## config.mk

```make
export PLATFORM = sky130hd
export DESIGN_NAME = dec_alu
export DESIGN_NICKNAME = d
export VERILOG_FILES = /design/src/rtl/dec_alu_pkg.sv /design/src/rtl/dec_alu_addsub.sv /design/src/rtl/dec_alu_logic.sv /design/src/rtl/dec_alu.sv
export SDC_FILE = /design/constraint.sdc
export NUM_CORES = 1
export LEC_CHECK = 0
export BUFFER_PORTS_ARGS = -buffer_cell sky130_fd_sc_hd__buf_2
export CAP_MARGIN = 20
export CELL_PAD_IN_SITES_DETAIL_PLACEMENT = 0
export CELL_PAD_IN_SITES_GLOBAL_PLACEMENT = 1
export CORE_ASPECT_RATIO = 1.25
export CORE_MARGIN = 2
export CORE_UTILIZATION = 39
export CTS_BUF_LIST = sky130_fd_sc_hd__clkbuf_8
export CTS_CLUSTER_DIAMETER = 100
export DETAILED_ROUTE_END_ITERATION = 12
export GPL_ROUTABILITY_DRIVEN = 1
export PLACE_DENSITY_LB_ADDON = 0.1
export SETUP_SLACK_MARGIN = 0.05
export SYNTH_ARGS = -nofsm -noshare
export SYNTH_HDL_FRONTEND = slang
export SYNTH_SLANG_ARGS = --single-unit
```

## constraint.sdc

```tcl
create_clock -name clk -period 0.8 [get_ports clk]
set_input_delay 0.2 -clock clk [delete_from_list [all_inputs] [get_ports clk]]
set_output_delay 0.2 -clock clk [all_outputs]
set_load 0.02 [all_outputs]
```

## src/rtl/dec_alu_pkg.sv

```systemverilog
package dec_alu_pkg;

    parameter int DW  = 8;
    parameter int NIB = DW / 2;
    parameter int FW  = 4;

    localparam int FL_N = 3;
    localparam int FL_V = 2;
    localparam int FL_Z = 1;
    localparam int FL_C = 0;

    typedef enum logic [3:0] {
        OP_ADD = 4'd0,
        OP_SUB = 4'd1,
        OP_AND = 4'd2,
        OP_OR  = 4'd3,
        OP_XOR = 4'd4,
        OP_SHL = 4'd5,
        OP_SHR = 4'd6,
        OP_ROL = 4'd7,
        OP_ROR = 4'd8,
        OP_CMP = 4'd9,
        OP_BIT = 4'd10
    } alu_op_e;

    localparam logic [FW-1:0] MASK_ALL   = 4'b1111;
    localparam logic [FW-1:0] MASK_NZ    = 4'b1010;
    localparam logic [FW-1:0] MASK_NZC   = 4'b1011;
    localparam logic [FW-1:0] MASK_NVZ   = 4'b1110;
    localparam logic [FW-1:0] MASK_NONE  = 4'b0000;

    typedef struct packed {
        logic          valid;
        logic [DW-1:0] res;
        logic [FW-1:0] flags;
        logic [FW-1:0] mask;
    } alu_out_t;

endpackage

```

## src/rtl/dec_alu_addsub.sv

```systemverilog
module dec_alu_addsub
    import dec_alu_pkg::*;
(
    input  logic [DW-1:0] a,
    input  logic [DW-1:0] m,
    input  logic          c_in,
    input  logic          dec,
    input  logic          sub,
    output logic [DW-1:0] res,
    output logic          n_out,
    output logic          v_out,
    output logic          z_out,
    output logic          c_out
);
    localparam logic [NIB:0] DIGIT_MAX = 5'd9;
    localparam logic [NIB:0] FIX       = 5'd6;

    logic [DW-1:0]  m_eff;
    logic [DW:0]    bin_sum;
    logic [NIB:0]   lo_sum;
    logic [NIB:0]   hi_sum;
    logic           lo_carry;
    logic           hi_carry;
    logic [NIB:0]   lo_fix;
    logic [NIB:0]   hi_fix;
    logic [DW-1:0]  mid;
    logic [NIB-1:0] lo_sub;
    logic [NIB-1:0] hi_sub;
    logic [DW-1:0]  flag_src;
    logic [DW-1:0]  ovf_terms;

    always_comb begin
        m_eff    = sub ? ~m : m;
        bin_sum  = {1'b0, a} + {1'b0, m_eff} + {{DW{1'b0}}, c_in};
        lo_sum   = {1'b0, a[NIB-1:0]} + {1'b0, m_eff[NIB-1:0]} + {{NIB{1'b0}}, c_in};

        // decimal add: correct low digit, then high digit
        lo_carry = lo_sum > DIGIT_MAX;
        lo_fix   = lo_carry ? lo_sum + FIX : lo_sum;
        hi_sum   = {1'b0, a[DW-1:NIB]} + {1'b0, m[DW-1:NIB]} + {{NIB{1'b0}}, lo_carry};
        hi_carry = hi_sum > DIGIT_MAX;
        hi_fix   = hi_carry ? hi_sum + FIX : hi_sum;
        mid      = {hi_sum[NIB-1:0], lo_sum[NIB-1:0]};

        // decimal subtract: remove 6 from each digit that borrowed
        lo_sub   = lo_sum[NIB] ? lo_sum[NIB-1:0] : lo_sum[NIB-1:0] - FIX[NIB-1:0];
        hi_sub   = bin_sum[DW] ? bin_sum[DW-1:NIB] : bin_sum[DW-1:NIB] - FIX[NIB-1:0];

        if (dec && !sub) begin
            res      = {hi_fix[NIB-1:0], lo_fix[NIB-1:0]};
            flag_src = mid;
            c_out    = hi_carry;
        end else if (dec) begin
            res      = {hi_sub, lo_sub};
            flag_src = bin_sum[DW-1:0];
            c_out    = bin_sum[DW];
        end else begin
            res      = bin_sum[DW-1:0];
            flag_src = bin_sum[DW-1:0];
            c_out    = bin_sum[DW];
        end

        ovf_terms = (flag_src ^ a) & (flag_src ^ m_eff);
        n_out     = flag_src[DW-1];
        z_out     = (flag_src == '0);
        v_out     = ovf_terms[DW-1];
    end
endmodule

```

## src/rtl/dec_alu_logic.sv

```systemverilog
module dec_alu_logic
    import dec_alu_pkg::*;
(
    input  logic [3:0]    op,
    input  logic [DW-1:0] a,
    input  logic [DW-1:0] m,
    input  logic          c_in,
    output logic [DW-1:0] res,
    output logic          c_out,
    output logic          is_shift
);
    logic [DW-1:0] left_v;
    logic [DW-1:0] right_v;
    logic          fill_l;
    logic          fill_r;

    always_comb begin
        fill_l  = (op == OP_ROL) ? c_in : 1'b0;
        fill_r  = (op == OP_ROR) ? c_in : 1'b0;
        left_v  = {m[DW-2:0], fill_l};
        right_v = {fill_r, m[DW-1:1]};
        res      = a;
        c_out    = c_in;
        is_shift = 1'b0;
        case (op)
            OP_AND: res = a & m;
            OP_OR:  res = a | m;
            OP_XOR: res = a ^ m;
            OP_SHL, OP_ROL: begin
                res      = left_v;
                c_out    = m[DW-1];
                is_shift = 1'b1;
            end
            OP_SHR, OP_ROR: begin
                res      = right_v;
                c_out    = m[0];
                is_shift = 1'b1;
            end
            default: res = a;
        endcase
    end
endmodule

```

## src/rtl/dec_alu.sv

```systemverilog
module dec_alu
    import dec_alu_pkg::*;
(
    input  logic          clk,
    input  logic          rst_n,
    input  logic          in_valid,
    input  logic [3:0]    op,
    input  logic [7:0]    a,
    input  logic [7:0]    m,
    input  logic [3:0]    flags_in,
    input  logic          dec_mode,
    output logic          out_valid,
    output logic [7:0]    result,
    output logic [3:0]    flags_out,
    output logic [3:0]    upd_mask
);
    logic          is_cmp;
    logic          as_sub;
    logic          as_cin;
    logic          as_dec;
    logic [DW-1:0] as_res;
    logic          as_n, as_v, as_z, as_c;
    logic [DW-1:0] lg_res;
    logic          lg_c;
    logic          lg_shift;

    alu_out_t      d_d;
    alu_out_t      d_q;
    logic [FW-1:0] new_f;

    assign is_cmp = (op == OP_CMP);
    assign as_sub = (op == OP_SUB) || is_cmp;
    assign as_cin = is_cmp ? 1'b1 : flags_in[FL_C];
    assign as_dec = dec_mode && !is_cmp;

    dec_alu_addsub u_addsub (
        .a     (a),
        .m     (m),
        .c_in  (as_cin),
        .dec   (as_dec),
        .sub   (as_sub),
        .res   (as_res),
        .n_out (as_n),
        .v_out (as_v),
        .z_out (as_z),
        .c_out (as_c)
    );

    dec_alu_logic u_logic (
        .op       (op),
        .a        (a),
        .m        (m),
        .c_in     (flags_in[FL_C]),
        .res      (lg_res),
        .c_out    (lg_c),
        .is_shift (lg_shift)
    );

    always_comb begin
        d_d.valid = in_valid;
        d_d.res   = a;
        d_d.mask  = MASK_NONE;
        new_f     = flags_in;
        case (op)
            OP_ADD, OP_SUB: begin
                d_d.res     = as_res;
                d_d.mask    = MASK_ALL;
                new_f       = {as_n, as_v, as_z, as_c};
            end
            OP_CMP: begin
                d_d.mask    = MASK_NZC;
                new_f[FL_N] = as_n;
                new_f[FL_Z] = as_z;
                new_f[FL_C] = as_c;
            end
            OP_AND, OP_OR, OP_XOR: begin
                d_d.res     = lg_res;
                d_d.mask    = MASK_NZ;
                new_f[FL_N] = lg_res[DW-1];
                new_f[FL_Z] = (lg_res == '0);
            end
            OP_SHL, OP_SHR, OP_ROL, OP_ROR: begin
                d_d.res     = lg_res;
                d_d.mask    = lg_shift ? MASK_NZC : MASK_NONE;
                new_f[FL_N] = lg_res[DW-1];
                new_f[FL_Z] = (lg_res == '0);
                new_f[FL_C] = lg_c;
            end
            OP_BIT: begin
                d_d.mask    = MASK_NVZ;
                new_f[FL_N] = m[DW-1];
                new_f[FL_V] = m[DW-2];
                new_f[FL_Z] = ((a & m) == '0);
            end
            default: begin
                d_d.res  = a;
                d_d.mask = MASK_NONE;
            end
        endcase
        d_d.flags = (d_d.mask & new_f) | (~d_d.mask & flags_in);
    end

    always_ff @(posedge clk or negedge rst_n) begin
        if (!rst_n) d_q <= '0;
        else        d_q <= d_d;
    end

    assign out_valid = d_q.valid;
    assign result    = d_q.res;
    assign flags_out = d_q.flags;
    assign upd_mask  = d_q.mask;
endmodule

```

# == Word level (Yosys, flattened, before mapping) ==
# Index checks and enable logic that the tools add are counted.
# op_classes
muxes,22
addsub,10
order_cmp,2
n_reduce_logical,16
n_bitwise,11
n_eq_ne,10
# ops
cell,count
8-bit one-hot mux with 5 select lines,1
8-bit 2-to-1 mux,4
8-bit zero test,3
8-bit bitwise XOR,3
4-bit 2-to-1 mux,5
4-bit one-hot mux with 5 select lines,1
8-bit bitwise AND,2
4-bit by 3-bit equality test with 1-bit output (second input constant),4
8-bit one-hot mux with 2 select lines,1
4-bit equality test (second input constant),3
4-bit by 4-bit adder with 5-bit output,2
5-bit by 1-bit adder with 5-bit output,2
5-bit by 4-bit greater-than comparator with 1-bit output (second input constant),2
8-bit by 8-bit adder with 9-bit output,1
9-bit by 1-bit adder with 9-bit output,1
4-bit by 3-bit adder with 4-bit output (second input constant),2
4-bit bitwise AND,2
4-bit by 2-bit equality test with 1-bit output (second input constant),2
8-bit NOT,1
8-bit OR,1
4-bit by 3-bit subtractor with 4-bit output (second input constant),2
7-bit OR reduction,1
1-bit one-hot mux with 2 select lines,3
1-bit one-hot mux with 3 select lines,2
11 further kinds,20
# word_totals
word_cells,75
out_inout_bits,17
input_bits,28
ff_bits,17

# == Longest topological paths before layout ==
# Gate-level depths: netlist of run 1.
# depth
depth_word,13
ltp_mapped,22

# == Modules after synthesis ==
# A second synthesis of run 1 with hierarchy kept.
# hier_totals
cells_unflattened,345
hier_area_um2,2855.2
# by_module_without_submodules
module,n_inst,area_each_um2,cells_per_inst
dec_alu_addsub,1,1099.8,138
dec_alu,1,935.9,93
dec_alu_logic,1,819.5,114

# == Worst setup path before layout of run 1 ==
# No wires, ideal clock.
# synth_path
path_kind,input to register
startpoint,input op[2]
endpoint,register d_q (netlist bit result[5])
arrival_time_ns,5.222
setup_ns,0.087
n_path_buf,2
setup_slack_ns,-4.508
required_time_ns,0.713
stages,22
cell_sequence,buf_4 -> nor3b_2 -> buf_1 -> xnor2_1 -> fa_1 -> fa_1 -> xor2_2 -> ha_1 -> nand2_1 -> o31a_1 -> a31oi_2 -> inv_1 -> fa_1 -> fa_1 -> xor2_1 -> inv_1 -> ha_1 -> nor2b_1 -> o41ai_2 -> xnor2_1 -> o21ai_0 -> o211ai_1
# synth_lines
element,line,text
start: declaration,dec_alu.sv:7,"input logic [3:0] op,"
end signal: assignment,dec_alu.sv:104,if (!rst_n) d_q <= '0;
end signal: assignment,dec_alu.sv:105,else d_q <= d_d;
end: declaration,dec_alu.sv:28,alu_out_t d_q;

==> summary.md, run 1 <==
| Metric | Value |
|---|---|
| 1st-iter DRT viols | `234` |
| WP data arrival | `4.37 ns` |
| Failing checks | `negative setup slack` |
| Ports | `45` |
| Setup WS pre-CTS | `-3.95 ns` |
| Die Footprint | `0.00731 sq mm` |
| Max cap viols | `0` |
| Worst slew pin tran | `0.581 ns` |
| TritonCTS Buffers | `3` |
| Die Ht | `95.1 um` |
| Worst hold path type | `in -> reg` |
| Comb pwr share | `71.3%` |
| Post-layout min period | `4.23 ns` |
| P_leak | `2.12 nW` |
| Mapped Nets | `392` |
| Die width | `76.9 um` |
| FFs w/ async S/R, synth | `100%` |
| Wire length of the first global-routing pass | `16000 um` |
| # H-tree levels | `1` |
| Initial Util | `39.9%` |
| Worst setup SP type | `input pin` |
| Most used DFF post-synth | `dfrtp_1` |
| Final core area utilization | `68.5%` |
| Seq/Total Area, Yosys | `15.5%` |
| Sequential Power Share | `16.2%` |
| DP Cell Count | `579` |
| Final hold vios | `0` |
| DRC Markers | `0` |
| Setup WS post-layout | `-3.43 ns` |
| RD Place Congestion | `0.895` |
| Sw Share | `39.5%` |
| Initial antenna violation count | `0` |
| Top post-synthesis cells by count | `inv_1 (28), nand2_1 (28), ha_1 (27)` |
| Root buf cell | `clkbuf_8` |
| Vias in the first global route | `3105` |
| Share of cells above drive strength 1 | `48.4%` |
| Crit Path Category | `in -> reg` |
| Clock share of power | `12.5%` |
| Core ar. | `0.00648 sq mm` |
| Max frequency | `0.236 GHz` |
| Total negative slack | `-34.81 ns` |
| Flops & latches, synth | `16` |
| Via Count | `3246` |
| Gr usage total | `28.3%` |
| Largest cells by area after synthesis | `dfrtp_1 (15%), ha_1 (13%), a21oi_1 (4.6%)` |
| Syn. warnings | `0` |
| Cell Area, Synth | `0.00259 sq mm` |
| Wire per inst | `17.0 um` |
| Via/cell ratio | `5.44` |
| Yosys top cell by area | `dfrtp_1` |
| Syn Area/Cell | `7.77 sq um` |
| # setup viols final | `32` |
| CTS tree | `done` |
| Max Slew Vio Count | `0` |
| Max clock buf depth | `2` |
| Post-synth top area share | `15.5%` |
| # rows | `33` |
| Layout Cells excl Fill | `597` |
| CTS Sinks | `16` |
| Netlist cell types | `69` |
| Status | `complete, but fails checks` |
| Slew Limit Headroom | `60.9%` |
| Total Wirelength | `10200 um` |
| Switching pwr | `0.00232 W` |
| Worst-path fanout max | `3` |
| Crit. End Element | `register` |
| Internal power | `0.00355 W` |
| Post-DP HPWL | `8130 um` |
| Setup repair after global routing missed its margin | `true` |
| Largest net degree at the start of global routing | `40` |
| Number of synthesized flops with an enable pin | `0` |
| Synth-to-layout area growth | `71.4%` |
| Peak supply drop | `0.651 mV` |
| Tcrit/Tclk final | `529%` |
| Drt pass-1 iters | `4` |
| Number of port buffers | `44` |
| Power density cells | `1320 mW/mm^2` |
| Ant diodes | `0` |
| Post-route ant nets | `0` |
| Cell count after synthesis | `333` |
| Overflow after GRT | `0` |
| Worst-path clk slew | `0.06 ns` |
| Final nets | `570` |
| Req. time, crit path | `0.94 ns` |
[cell type report]
type,count,area [sq um]
multi-input combinational,269,2210
fill,572,2040
timing repair buffer,192,1550
sequential,16,402
inverter,29,113
tap,87,109
clock buffer,4,55.1
[placed cells by master (no fill, tap or decap), types with 4 or more instances in the layout]
cell / netlist / final
nor4_1: 6 / 6
a21oi_1: 24 / 18
o22ai_1: 5 / 5
nand2b_1: 5 / 4
dfrtp_1: 16 / 15
nor2_1: 16 / 14
nor3_1: 5 / 5
a211o_1: 5 / 5
nand4_1: 4 / 4
clkbuf_8: 0 / 4
fa_2: 0 / 4
or3b_2: 4 / 4
ha_1: 27 / 25
a211oi_1: 9 / 7
inv_1: 28 / 27
o211ai_1: 11 / 11
a21oi_2: 0 / 5
o21ai_0: 15 / 13
nor2b_1: 12 / 10
a21o_1: 4 / 4
or3_1: 5 / 4
buf_2: 5 / 24
buf_6: 1 / 26
buf_4: 2 / 135
xnor2_1: 12 / 11
nand2_1: 28 / 26
a31oi_1: 4 / 4
[power groups by stage]
stage	registers [W]	clock network (W)	logic, W
after floorplan	0.00107	0	0.00177
after global placement	0.000937	0	0.00339
after detailed placement	0.000941	0	0.00347
after CTS	0.000952	0.000731	0.00387
after global routing	0.000964	0.000763	0.00449
final	0.000952	0.000735	0.00418
[final timing paths]
check	from	endpoint	slack (ns)	depth (start not counted)
hold / removal	in_valid	out_valid	0.04	1
min in group asynchronous	rst_n	result[5]	0.37	2
setup / recovery	op[2]	result[6]	-3.43	22
max in group asynchronous	rst_n	upd_mask[1]	0.16	2
[worst max-delay path: stages]
cell and delay [ns]:
buf_6 0.10, nor3b_4 0.18, buf_6 0.15, xnor2_4 0.07, fa_2 0.39, fa_2 0.39
xor2_2 0.20, ha_2 0.21, nand2_1 0.05, o31a_1 0.11, a31oi_2 0.22, inv_1 0.09
fa_2 0.38, fa_2 0.42, xor2_2 0.16, buf_4 0.14, buf_6 0.12, nor3b_4 0.26
o41ai_4 0.13, buf_4 0.16, o211ai_1 0.15, nand4_1 0.09
[cells by family (layout without fill, tap and decap cells)]
logic type	count (synthesis)	count (layout)	share of synthesized area (%)
compound gates	113	113	30.8
simple gates	108	108	23.2
buf+inv	48	225	8.22
fa+ha+maj	31	31	16.1
flops	16	16	15.5
xor+xnor	15	15	5.37
mux	2	2	0.822
[flip-flops by register name (all words and copies together) (netlist names)]
register,count
flags_out,4
out_valid,1
result,8
upd_mask,3
[per-layer routing]
layer	track usage (%)	up-vias	wire length, um	part of all wire, %
met2	52.8	96	5270	52
met1	35.5	1538	4250	42
met4	8.03	0	217	2.1
met5	0	-	0	0
li1	-	1595	-	-
met3	1.14	17	420	4.1
[repair_timing]
item | in CTS | in global routing
hold buffers | 1 | 0
endpoints found under the hold margin | 16 | 0
gates cloned | 1 | 0
buffers inserted | 9 | 4
pin swaps | 20 | 9
resized for setup | 63 | 22
setup endpoints to repair | 32 | 32
[stage by stage]
stage               hold slack, ns  instance area (sq um)  total power [W]
floorplan                  -0.0956                   2740          0.00284
global placement             0.125                   3920          0.00432
detailed placement           0.129                   3920          0.00441
CTS                         0.0442                   4300          0.00555
global route                0.0390                   4440          0.00622
finish                      0.0408                   4440          0.00587
No activity file was read; power rests on OpenSTA's default activity.
==> inputs of run 2 (changes only) <==
CORE_UTILIZATION = 40   (was 39)
==> run 2 against run 1 <==
The run still ends with negative setup slack left. Flip-flop and latch count unchanged. Maximum frequency up 0.59%. Wire length up 2.8%. Sequential power about the same. Cell area up 1.7%. First-iteration DRC count up 5.1%. Via count up 1.7%. Highest routed layer unchanged.
==> summary.md, run 2 (synthesized netlist as in run 1, its figures left out) <==
| Metric | Value |
|---|---|
| Status | `complete, but fails checks` |
| Failing checks | `negative setup slack` |
| Vias in the first global route | `3167 (+2.0%)` |
| Ant diodes | `0 (unchanged)` |
| Crit. End Element | `register` |
| Drt pass-1 iters | `5 (+1)` |
| WP data arrival | `4.35 ns (-0.02 ns)` |
| # rows | `32 (-3.0%)` |
| Worst hold path type | `in -> reg` |
| Synth-to-layout area growth | `74.3%` |
| Most used cell, CP | `fa_2` |
| Setup WS pre-CTS | `-3.93 ns (+0.0144 ns)` |
| CTS Sinks | `16 (unchanged)` |
| Max stage delay cell, worst path | `fa_2` |
| Root buf cell | `clkbuf_8` |
| 1st-iter DRT viols | `246 (+5.1%)` |
| Die Footprint | `0.00714 sq mm (-2.4%)` |
| Final core area utilization | `72.7% (+4.3 points)` |
| Max clock buf depth | `2 (unchanged)` |
| Req. time, crit path | `0.94 ns (about the same)` |
| Final nets | `566 (-0.70%)` |
| Max cap viols | `0 (unchanged)` |
| Setup WS post-layout | `-3.41 ns (+0.0250 ns)` |
| Worst setup SP type | `input pin` |
| RD Place Congestion | `0.900 (+0.61%)` |
| Total negative slack | `-34.63 ns (+0.180 ns)` |
| Max Slew Vio Count | `0 (unchanged)` |
| Layout Cells excl Fill | `591 (-1.0%)` |
| Gr usage total | `28.3% (about the same)` |
| Overflow after GRT | `0 (unchanged)` |
| Share of cells above drive strength 1 | `47.8% (-0.61 points)` |
| Via Count | `3301 (+1.7%)` |
| Peak supply drop | `0.623 mV (-4.3%)` |
| Core ar. | `0.00621 sq mm (-4.3%)` |
| Initial Util | `41.7% (+1.8 points)` |
| Largest register FFs | `8 (unchanged)` |
| Commonest non-fill, non-tap cell in the layout | `buf_4` |
| Slew Limit Headroom | `63.4% (+2.4 points)` |
| DRC Markers | `0 (unchanged)` |
| Initial antenna violation count | `0 (unchanged)` |
| Largest net degree at the start of global routing | `40 (unchanged)` |
| # H-tree levels | `1 (unchanged)` |
| Worst-path fanout max | `3 (unchanged)` |
| Max frequency | `0.238 GHz (+0.59%)` |
| Power density cells | `1280 mW/mm^2 (-3.1%)` |
| CTS tree | `done` |
| Die width | `76.0 um (-1.2%)` |
| Commonest non-fill, non-tap cells in the layout | `buf_4 (125), inv_1 (28), nand2_1 (26)` |
| P_leak | `2.14 nW (+1.0%)` |
| Die Ht | `93.9 um (-1.2%)` |
| Tcrit/Tclk final | `526% (-3.1 points)` |
| Number of port buffers | `44 (unchanged)` |
| Crit Path Category | `in -> reg` |
| # setup viols final | `32 (unchanged)` |
| Post-DP HPWL | `8010 um (-1.5%)` |
| Wire per inst | `17.7 um (+3.9%)` |
| Post-route ant nets | `0 (unchanged)` |
| Worst-path clk slew | `0.07 ns (about the same)` |
| Ports | `45 (unchanged)` |
| DP Cell Count | `573 (-1.0%)` |
| Largest stage delay, worst path | `0.40 ns (-0.02 ns)` |
| Wire length of the first global-routing pass | `15900 um (-0.99%)` |
| Delay-heaviest family, CP | `adder cells` |
| Via/cell ratio | `5.59 (+2.7%)` |
| Total Wirelength | `10500 um (+2.8%)` |
| Post-layout min period | `4.21 ns (-0.0250 ns)` |
| TritonCTS Buffers | `3 (unchanged)` |
| Final hold vios | `0 (unchanged)` |
| Worst slew pin tran | `0.544 ns (-0.0364 ns)` |
| Worst-path cell chain | `buf_8 > nor3b_4 > buf_6 > xnor2_4 > fa_2 > fa_2 > xor2_2 > ha_2 > nand2_1 > o31a_1 > a31oi_2 > inv_1 > fa_2 > fa_2 > xor2_2 > inv_1 > ha_2 > nor2b_4 > o41ai_4 > xnor2_1 > o21ai_1 > o211ai_1` |
| Setup repair after global routing missed its margin | `true` |
| Buf/Inv on CP | `4 (-2)` |
run 2: cell types whose count changed in the layout (fill, tap and decap cells not counted), sizes merged:
cell / previous run / this run
clkinvlp: 1 / 0
buf: 189 / 182
inv: 28 / 29
clkinv: 0 / 1
clkbuf: 5 / 7
run 2: cell type report:
type / count / area [sq um]
fillers: 507 / 1690
repair buffers: 188 / 1630
inverters: 29 / 110
well taps: 85 / 106
flip-flops and latches: 16 / 402
clock inverters: 1 / 3.75
multi-input cells: 269 / 2220
clock buffers: 3 / 41.3
run 2: timing repair:
action / CTS / global route
hold buffers: 1 / 0
gates cloned: 1 / 3
buffers inserted: 5 / 6
endpoints found under the hold margin: 16 / 0
endpoints found under the setup margin: 32 / 32
gates resized for setup: 75 / 26
pin swaps: 13 / 12
run 2: report_power, final:
part	total [W]	leakage [nW]	switching (W)	internal [W]
Sequential	0.000951	0.190	0.0000469	0.000904
Clock	0.000622	0.0269	0.000282	0.000340
Combinational	0.00421	1.92	0.00199	0.00223
run 2: through the flow:
step	hold WS (ns)	instance area, sq um	total power (W)
after global placement	0.137	3880	0.00433
after CTS	0.0442	4290	0.00548
final	0.0433	4510	0.00578
after global routing	0.0379	4510	0.00615
after detailed placement	0.140	3880	0.00439
after floorplan	-0.0956	2740	0.00284
run 2: path summary, 6_finish.rpt:
| path | from | to | slack [ns] | depth (start not counted) |
|---|---|---|---|---|
| max | op[2] | result[5] | -3.41 | 22 |
| min | in_valid | out_valid | 0.04 | 1 |
| max in group asynchronous | rst_n | result[2] | 0.11 | 2 |
| min in group asynchronous | rst_n | out_valid | 0.39 | 2 |
run 2: metal layers:
layer	global-route usage [%]	routed length, um	up-vias
met5	0	0	-
met4	9.09	263	0
met3	1.83	633	24
met2	51.9	5370	161
met1	35.4	4180	1543
li1	-	-	1573
